File: src/rtl/haar_decomp_pkg.sv
package haar_decomp_pkg;

   // First slot of the high band of level lvl (1-based) in the output vector.
   function automatic int hi_slot_base(input int win, input int lvl);
      return win - (win >>> (lvl - 1));
   endfunction

   // First slot of the low band kept from the deepest level.
   function automatic int lo_slot_base(input int win, input int levels);
      return win - (win >>> levels);
   endfunction

   // Number of stored results of one band at level lvl.
   function automatic int band_depth(input int win, input int lvl);
      return win >>> lvl;
   endfunction

endpackage

File: src/rtl/haar_delay_line.sv
module haar_delay_line #(
   parameter int W     = 17,
   parameter int DEPTH = 4
) (
   input  logic               clk,
   input  logic               rst,
   input  logic               shift,
   input  logic [W-1:0]       din,
   output logic [DEPTH*W-1:0] taps
);

   if (DEPTH < 1) begin : g_bad_depth
      $error("haar_delay_line: DEPTH must be at least 1");
   end

   logic [W-1:0] stage_q [DEPTH];

   always_ff @(posedge clk) begin
      if (rst) begin
         for (int i = 0; i < DEPTH; i++) stage_q[i] <= '0;
      end else if (shift) begin
         stage_q[0] <= din;
         for (int i = 1; i < DEPTH; i++) stage_q[i] <= stage_q[i-1];
      end
   end

   for (genvar i = 0; i < DEPTH; i++) begin : g_tap
      assign taps[i*W +: W] = stage_q[i];
   end

endmodule

File: src/rtl/haar_pair_stage.sv
module haar_pair_stage #(
   parameter int IW    = 16,
   parameter int DEPTH = 4
) (
   input  logic                       clk,
   input  logic                       rst,
   input  logic                       strobe,
   input  logic                       second,
   input  logic signed [IW-1:0]       din,
   output logic signed [IW:0]         lo_out,
   output logic [DEPTH*(IW+1)-1:0]    hi_taps
);

   localparam int OW = IW + 1;

   logic signed [IW-1:0] held_q;
   logic signed [OW-1:0] older_x;
   logic signed [OW-1:0] newer_x;
   logic signed [OW-1:0] hi_val;
   logic                 pair_end;

   assign older_x  = OW'(held_q);
   assign newer_x  = OW'(din);
   assign lo_out   = older_x + newer_x;
   assign hi_val   = older_x - newer_x;
   assign pair_end = strobe & second;

   always_ff @(posedge clk) begin
      if (rst) begin
         held_q <= '0;
      end else if (strobe && !second) begin
         held_q <= din;
      end
   end

   haar_delay_line #(
      .W     (OW),
      .DEPTH (DEPTH)
   ) u_hi_chain (
      .clk   (clk),
      .rst   (rst),
      .shift (pair_end),
      .din   (hi_val),
      .taps  (hi_taps)
   );

endmodule

File: src/rtl/haar_phase_ctrl.sv
module haar_phase_ctrl #(
   parameter int LEVELS = 3,
   parameter int NBLK   = 1
) (
   input  logic              clk,
   input  logic              rst,
   input  logic              in_valid,
   output logic [LEVELS-1:0] phase,
   output logic [LEVELS:0]   stage_en,
   output logic              out_valid
);

   localparam int FW = $clog2(NBLK + 1);

   logic [FW-1:0] fill_q;
   logic          run_and;

   always_comb begin
      run_and     = in_valid;
      stage_en[0] = in_valid;
      for (int k = 1; k <= LEVELS; k++) begin
         run_and     = run_and & phase[k-1];
         stage_en[k] = run_and;
      end
   end

   always_ff @(posedge clk) begin
      if (rst) begin
         phase     <= '0;
         fill_q    <= '0;
         out_valid <= 1'b0;
      end else begin
         out_valid <= stage_en[LEVELS] && (fill_q >= FW'(NBLK - 1));
         if (in_valid) phase <= phase + 1'b1;
         if (stage_en[LEVELS] && (fill_q != FW'(NBLK))) fill_q <= fill_q + 1'b1;
      end
   end

endmodule

File: src/rtl/haar_window_decomp.sv
module haar_window_decomp
   import haar_decomp_pkg::*;
#(
   parameter int IN_W   = 16,
   parameter int L      = 8,
   parameter int LEVELS = 3
) (
   input  logic                          clk,
   input  logic                          rst,
   input  logic                          in_valid,
   input  logic [IN_W-1:0]               in_sample,
   output logic                          out_valid,
   output logic [L*(IN_W+LEVELS)-1:0]    out_vec
);

   localparam int OUT_W = IN_W + LEVELS;
   localparam int GROUP = 1 << LEVELS;
   localparam int NBLK  = L / GROUP;
   localparam int LBASE = lo_slot_base(L, LEVELS);

   if (LEVELS < 3) begin : g_bad_levels
      $error("haar_window_decomp: at least three levels are required");
   end
   if ((L % GROUP) != 0 || L < GROUP) begin : g_bad_window
      $error("haar_window_decomp: L must be a non-zero multiple of 2**LEVELS");
   end
   if (IN_W < 2) begin : g_bad_width
      $error("haar_window_decomp: IN_W must be at least 2");
   end

   logic [LEVELS-1:0] phase;
   logic [LEVELS:0]   stage_en;

   haar_phase_ctrl #(
      .LEVELS (LEVELS),
      .NBLK   (NBLK)
   ) u_ctrl (
      .clk       (clk),
      .rst       (rst),
      .in_valid  (in_valid),
      .phase     (phase),
      .stage_en  (stage_en),
      .out_valid (out_valid)
   );

   for (genvar k = 1; k <= LEVELS; k++) begin : g_lvl
      localparam int IW   = IN_W + k - 1;
      localparam int OW   = IW + 1;
      localparam int D    = band_depth(L, k);
      localparam int BASE = hi_slot_base(L, k);

      logic signed [IW-1:0] din_k;
      logic signed [OW-1:0] lo_k;
      logic [D*OW-1:0]      hi_k;

      if (k == 1) begin : g_src
         assign din_k = $signed(in_sample);
      end else begin : g_src
         assign din_k = g_lvl[k-1].lo_k;
      end

      haar_pair_stage #(
         .IW    (IW),
         .DEPTH (D)
      ) u_stage (
         .clk     (clk),
         .rst     (rst),
         .strobe  (stage_en[k-1]),
         .second  (phase[k-1]),
         .din     (din_k),
         .lo_out  (lo_k),
         .hi_taps (hi_k)
      );

      for (genvar j = 0; j < D; j++) begin : g_slot
         logic signed [OW-1:0] band_v;
         assign band_v = $signed(hi_k[j*OW +: OW]);
         assign out_vec[(BASE+j)*OUT_W +: OUT_W] = OUT_W'(band_v);
      end
   end

   logic [NBLK*OUT_W-1:0] lo_taps;

   haar_delay_line #(
      .W     (OUT_W),
      .DEPTH (NBLK)
   ) u_lo_chain (
      .clk   (clk),
      .rst   (rst),
      .shift (stage_en[LEVELS]),
      .din   (g_lvl[LEVELS].lo_k),
      .taps  (lo_taps)
   );

   assign out_vec[LBASE*OUT_W +: NBLK*OUT_W] = lo_taps;

endmodule

File: config.mk
export PLATFORM = sky130hd
export DESIGN_NAME = haar_window_decomp
export DESIGN_NICKNAME = d
export VERILOG_FILES = /design/src/rtl/haar_decomp_pkg.sv /design/src/rtl/haar_delay_line.sv /design/src/rtl/haar_pair_stage.sv /design/src/rtl/haar_phase_ctrl.sv /design/src/rtl/haar_window_decomp.sv
export SDC_FILE = /design/constraint.sdc
export NUM_CORES = 1
export LEC_CHECK = 0
export BUFFER_PORTS_ARGS = -buffer_cell sky130_fd_sc_hd__buf_2
export CAP_MARGIN = 20
export CORE_ASPECT_RATIO = 2
export CORE_MARGIN = 3
export CORE_UTILIZATION = 55
export DETAILED_ROUTE_END_ITERATION = 6
export PLACE_DENSITY = 0.77
export SETUP_SLACK_MARGIN = 0.1
export SYNTH_ARGS = -nofsm -noshare
export SYNTH_HDL_FRONTEND = slang
export SYNTH_SLANG_ARGS = --single-unit
File: constraint.sdc
create_clock -name clk -period 7.5 [get_ports clk]
set_input_delay 1.125 -clock clk [delete_from_list [all_inputs] [get_ports clk]]
set_output_delay 1.125 -clock clk [all_outputs]
set_load 0.005 [all_outputs]
==> key figures <==
Outcome
  • Status: completed

Global routing
  • Global Route Usage Sum: 25.0%
  • Grt ovf: 0
  • Vias in the first global route: 9,399
  • Largest net degree at the start of global routing: 72
  • First-pass GRT wire length: 47,700 um
  • Initial antenna violation count: 0

Worst setup path
  • Buf/Inv on CP: 4
  • CP cell instances: buf_2 -> ha_1 -> inv_1 -> fa_1 -> o21bai_1 -> a21oi_1 -> o211ai_1 -> nand2_1 -> xnor2_1 -> inv_1 -> ha_1 -> nand4_1 -> o41ai_1 -> a31oi_1 -> o31ai_1 -> xnor2_1 -> inv_1 -> ha_1 -> or2_2 -> a2111oi_0 -> o31ai_1 -> a21oi_1 -> a21oi_1 -> a31o_2
  • Req. time, crit path: 7700 ps
  • Worst path slowest cell: ha_1
  • CP Capture Type: flop
  • Startpoint types: primary input
  • CP max stage delay: 590 ps
  • Crit path max-delay family: compound AO/OA/AOI/OAI gates
  • CP max FO: 13
  • Crit path kind: in -> reg
  • Worst EP arrival: 6630 ps

Finish
  • Area grow syn2layout: 12.7%
  • Diode count: 0
  • Share of layout cells above drive strength 1: 16.6%
  • Finished layout cell area: 0.0137 mm^2
  • Layout Nets: 1,529
  • Fill count: 1,855

STA
  • Min cycle time layout: 6440 ps
  • Finish-stage setup viols: 0
  • Final worst path period share: 85.8%
  • Final Max Tran Viols: 0
  • Setup TNS: 0 ps
  • Fmax: 155 MHz
  • Hold Vio Cnt, Final: 0
  • Worst Max-Slew Pin Slew: 828 ps
  • Clk_skew: 13.4 ps
  • RSZ-0062 raised after global routing: false
  • Slew margin rel.: 44.8%

Placed design
  • Port Buffer Count: 171
  • Gpl congestion: 0.966
  • DP Wirelength: 23,500 um
  • Placed cell area: 0.0131 mm^2

Die
  • Num ports: 172
  • FP Rows: 76
  • Initial Util: 56.2%
  • Die W: 111 um
  • Core area: 0.0217 mm^2
  • Chip Height: 216 um
  • Die Area: 0.0241 mm^2

Drt
  • Met2 Wirelength: 16,800 um
  • Post-DR vias/cell: 5.61
  • Iteration-0 DRC Markers: 505
  • Met3 Wirelength: 925 um
  • WL/cell: 17.9 um
  • Vias: 9,434
  • DRT met1 WL: 10,300 um
  • Drt first pass iters: 5
  • Remaining routing DRC violations: 0
  • Antenna viol nets, final: 0
  • Drt total wl: 30,100 um
  • DR top layer: met4

CTS
  • # resized after CTS: 0
  • Clock buffer depth: 2
  • CTS H-tree lvls: 4
  • Clock latency on the worst-skew pair: 450 ps
  • Clock slew at reported path FFs: 70 ps
  • Cts hold-fix bufs: 0
  • Root Buffer: clkbuf_16
  • Clk sinks: 196
  • Post-CTS Setup Bufs: 0
  • CTS tree: yes
  • CTS Buf Count: 17

Logic synthesis
  • Mapped Cells: 1,271
  • Avg Inst Size Synth: 9.58 um^2
  • Async SR Flop Fraction: 0%
  • Syn_nets: 1,403
  • Distinct cell type count after synthesis: 73
  • Synth Warn #: 0
  • Sequential area share after synthesis: 43.8%
  • Number of flops mapped to enable cells by yosys: 141
  • Synth Register Bits: 196
  • Top_reg_cell synth: edfxtp_1
  • Mapped Area: 0.0122 mm^2

Hold path
  • Hold Crit Class: reg -> reg

Power and ir drop
  • Design Power: 2.93 mW
  • Peak supply drop: 0.000168 V
  • Pleak: 6.29 nW
  • PwrDens: 213 mW/mm^2

Flow run
  • Max Cap Viol: 0
==> metrics by stage <==
| step | cells | util [%] | hold WS [ps] | worst slack (ps) |
|---|---|---|---|---|
| 3_3_place_gp | 1650 | 60.5 | 462 | 765 |
| 3_5_place_dp | 1651 | 60.5 | 472 | 622 |
| 4_1_cts | 1683 | 63.3 | 482 | 1100 |
| 6_report | 1683 | 63.3 | 478 | 1060 |
| 2_1_floorplan | 1271 | - | 453 | 1500 |
| 5_1_grt | 1683 | 63.3 | 512 | 653 |
==> layout by cell type, fill, tap and decap left out, types with 14 or more instances in the layout <==
| cell | instances |
|---|---|
| o31ai_1 | 14 |
| nor2_1 | 114 |
| nand2_1 | 88 |
| and3_1 | 27 |
| clkbuf_16 | 17 |
| a21oi_1 | 117 |
| nor2b_1 | 19 |
| ha_1 | 107 |
| o21ai_0 | 39 |
| nand2b_1 | 20 |
| dfxtp_1 | 55 |
| inv_1 | 109 |
| and2_1 | 55 |
| a21o_1 | 23 |
| buf_2 | 171 |
| nor3_1 | 30 |
| xnor2_1 | 59 |
| a211oi_1 | 23 |
| edfxtp_1 | 141 |
==> cells by family after synthesis <==
logic type | synth area share, %
DFF | 43.8
adders and majority gates | 12.0
muxes | 0.421
xor gates and xnor gates | 5.18
buffers and inverters | 6.17
and+or+nand+nor | 16.3
AOI/OAI and AO/OA | 16.2
==> flip-flops by register name, summed over array words and instances, names as in the netlist <==
register	flops
g_lvl.u_stage.held_q	51
g_lvl.u_stage.u_hi_chain.stage_q	122
u_ctrl.out_valid	1
u_ctrl.phase	3
u_lo_chain.stage_q	19
==> cells in the mapped netlist (4+ instances only) <==
cell type | n | area (um^2)
nand2b_1 | 20 | 125
o21a_1 | 7 | 52.6
buf_2 | 9 | 45.0
and2_1 | 55 | 344
ha_1 | 107 | 1340
nor4_1 | 8 | 50.1
or4_1 | 4 | 30.0
xor2_1 | 13 | 114
o41ai_1 | 4 | 35.0
o31ai_1 | 14 | 105
a21o_1 | 23 | 173
a31oi_1 | 7 | 43.8
clkbuf_1 | 45 | 169
a211oi_1 | 23 | 173
buf_1 | 6 | 22.5
nor3_1 | 30 | 150
nor2_1 | 115 | 432
a21oi_1 | 117 | 586
inv_1 | 109 | 409
o211ai_1 | 11 | 82.6
nor2b_1 | 19 | 119
mux2i_1 | 4 | 40.0
and3_1 | 27 | 169
nand2_1 | 89 | 334
o21ai_0 | 39 | 195
xnor2_1 | 59 | 517
edfxtp_1 | 141 | 4230
or3_1 | 7 | 43.8
dfxtp_1 | 55 | 1100
fa_1 | 6 | 120
or2_2 | 7 | 43.8
nand4_1 | 5 | 31.3
nand3_1 | 9 | 45.0
buf_4 | 12 | 90.1
o21bai_1 | 11 | 82.6
==> report_power, final <==
part | switching (mW) | total (mW) | internal [mW]
clock network | 0.447 | 0.925 | 0.478
registers | 0.0303 | 1.24 | 1.21
logic | 0.477 | 0.762 | 0.285
==> metal layers <==
metal	global-route usage (%)	vias up
met4	16.0	0
met3	3.41	88
met2	48.2	259
li1	-	4673
met5	0	-
met1	24.2	4414
==> cell type report <==
cell class	count	area (um^2)	share of cell area [%]
Clock inverter	15	178	1.29
Clock buffer	17	425	3.10
Timing Repair Buffer	181	931	6.78
Tap cell	273	342	2.49
Sequential cell	196	5340	38.9
Inverter	109	409	2.98
Multi-Input combinational cell	892	6100	44.5
==> path summary, 6_finish.rpt <==
kind / to / startpoint / cells past startpoint / slack, ps
setup / recovery: g_lvl[3].u_stage.u_hi_chain.stage_q[0][18]$_SDFFCE_PN0P_ / in_sample[0] / 24 / 1060
hold reg to reg: g_lvl[1].u_stage.held_q[0]$_SDFFE_PP0P_ / g_lvl[1].u_stage.held_q[0]$_SDFFE_PP0P_ / 2 / 480
hold / removal: g_lvl[1].u_stage.held_q[0]$_SDFFE_PP0P_ / g_lvl[1].u_stage.held_q[0]$_SDFFE_PP0P_ / 2 / 480
setup reg to reg: g_lvl[3].u_stage.u_hi_chain.stage_q[0][18]$_SDFFCE_PN0P_ / g_lvl[1].u_stage.held_q[0]$_SDFFE_PP0P_ / 23 / 1490
==> worst min-delay path: stages (launching register included) <==
cell and delay (ps):
dfxtp_1 330, nand2_1 60, a21oi_1 50
Note: power is estimated with default switching activity, not from simulation.
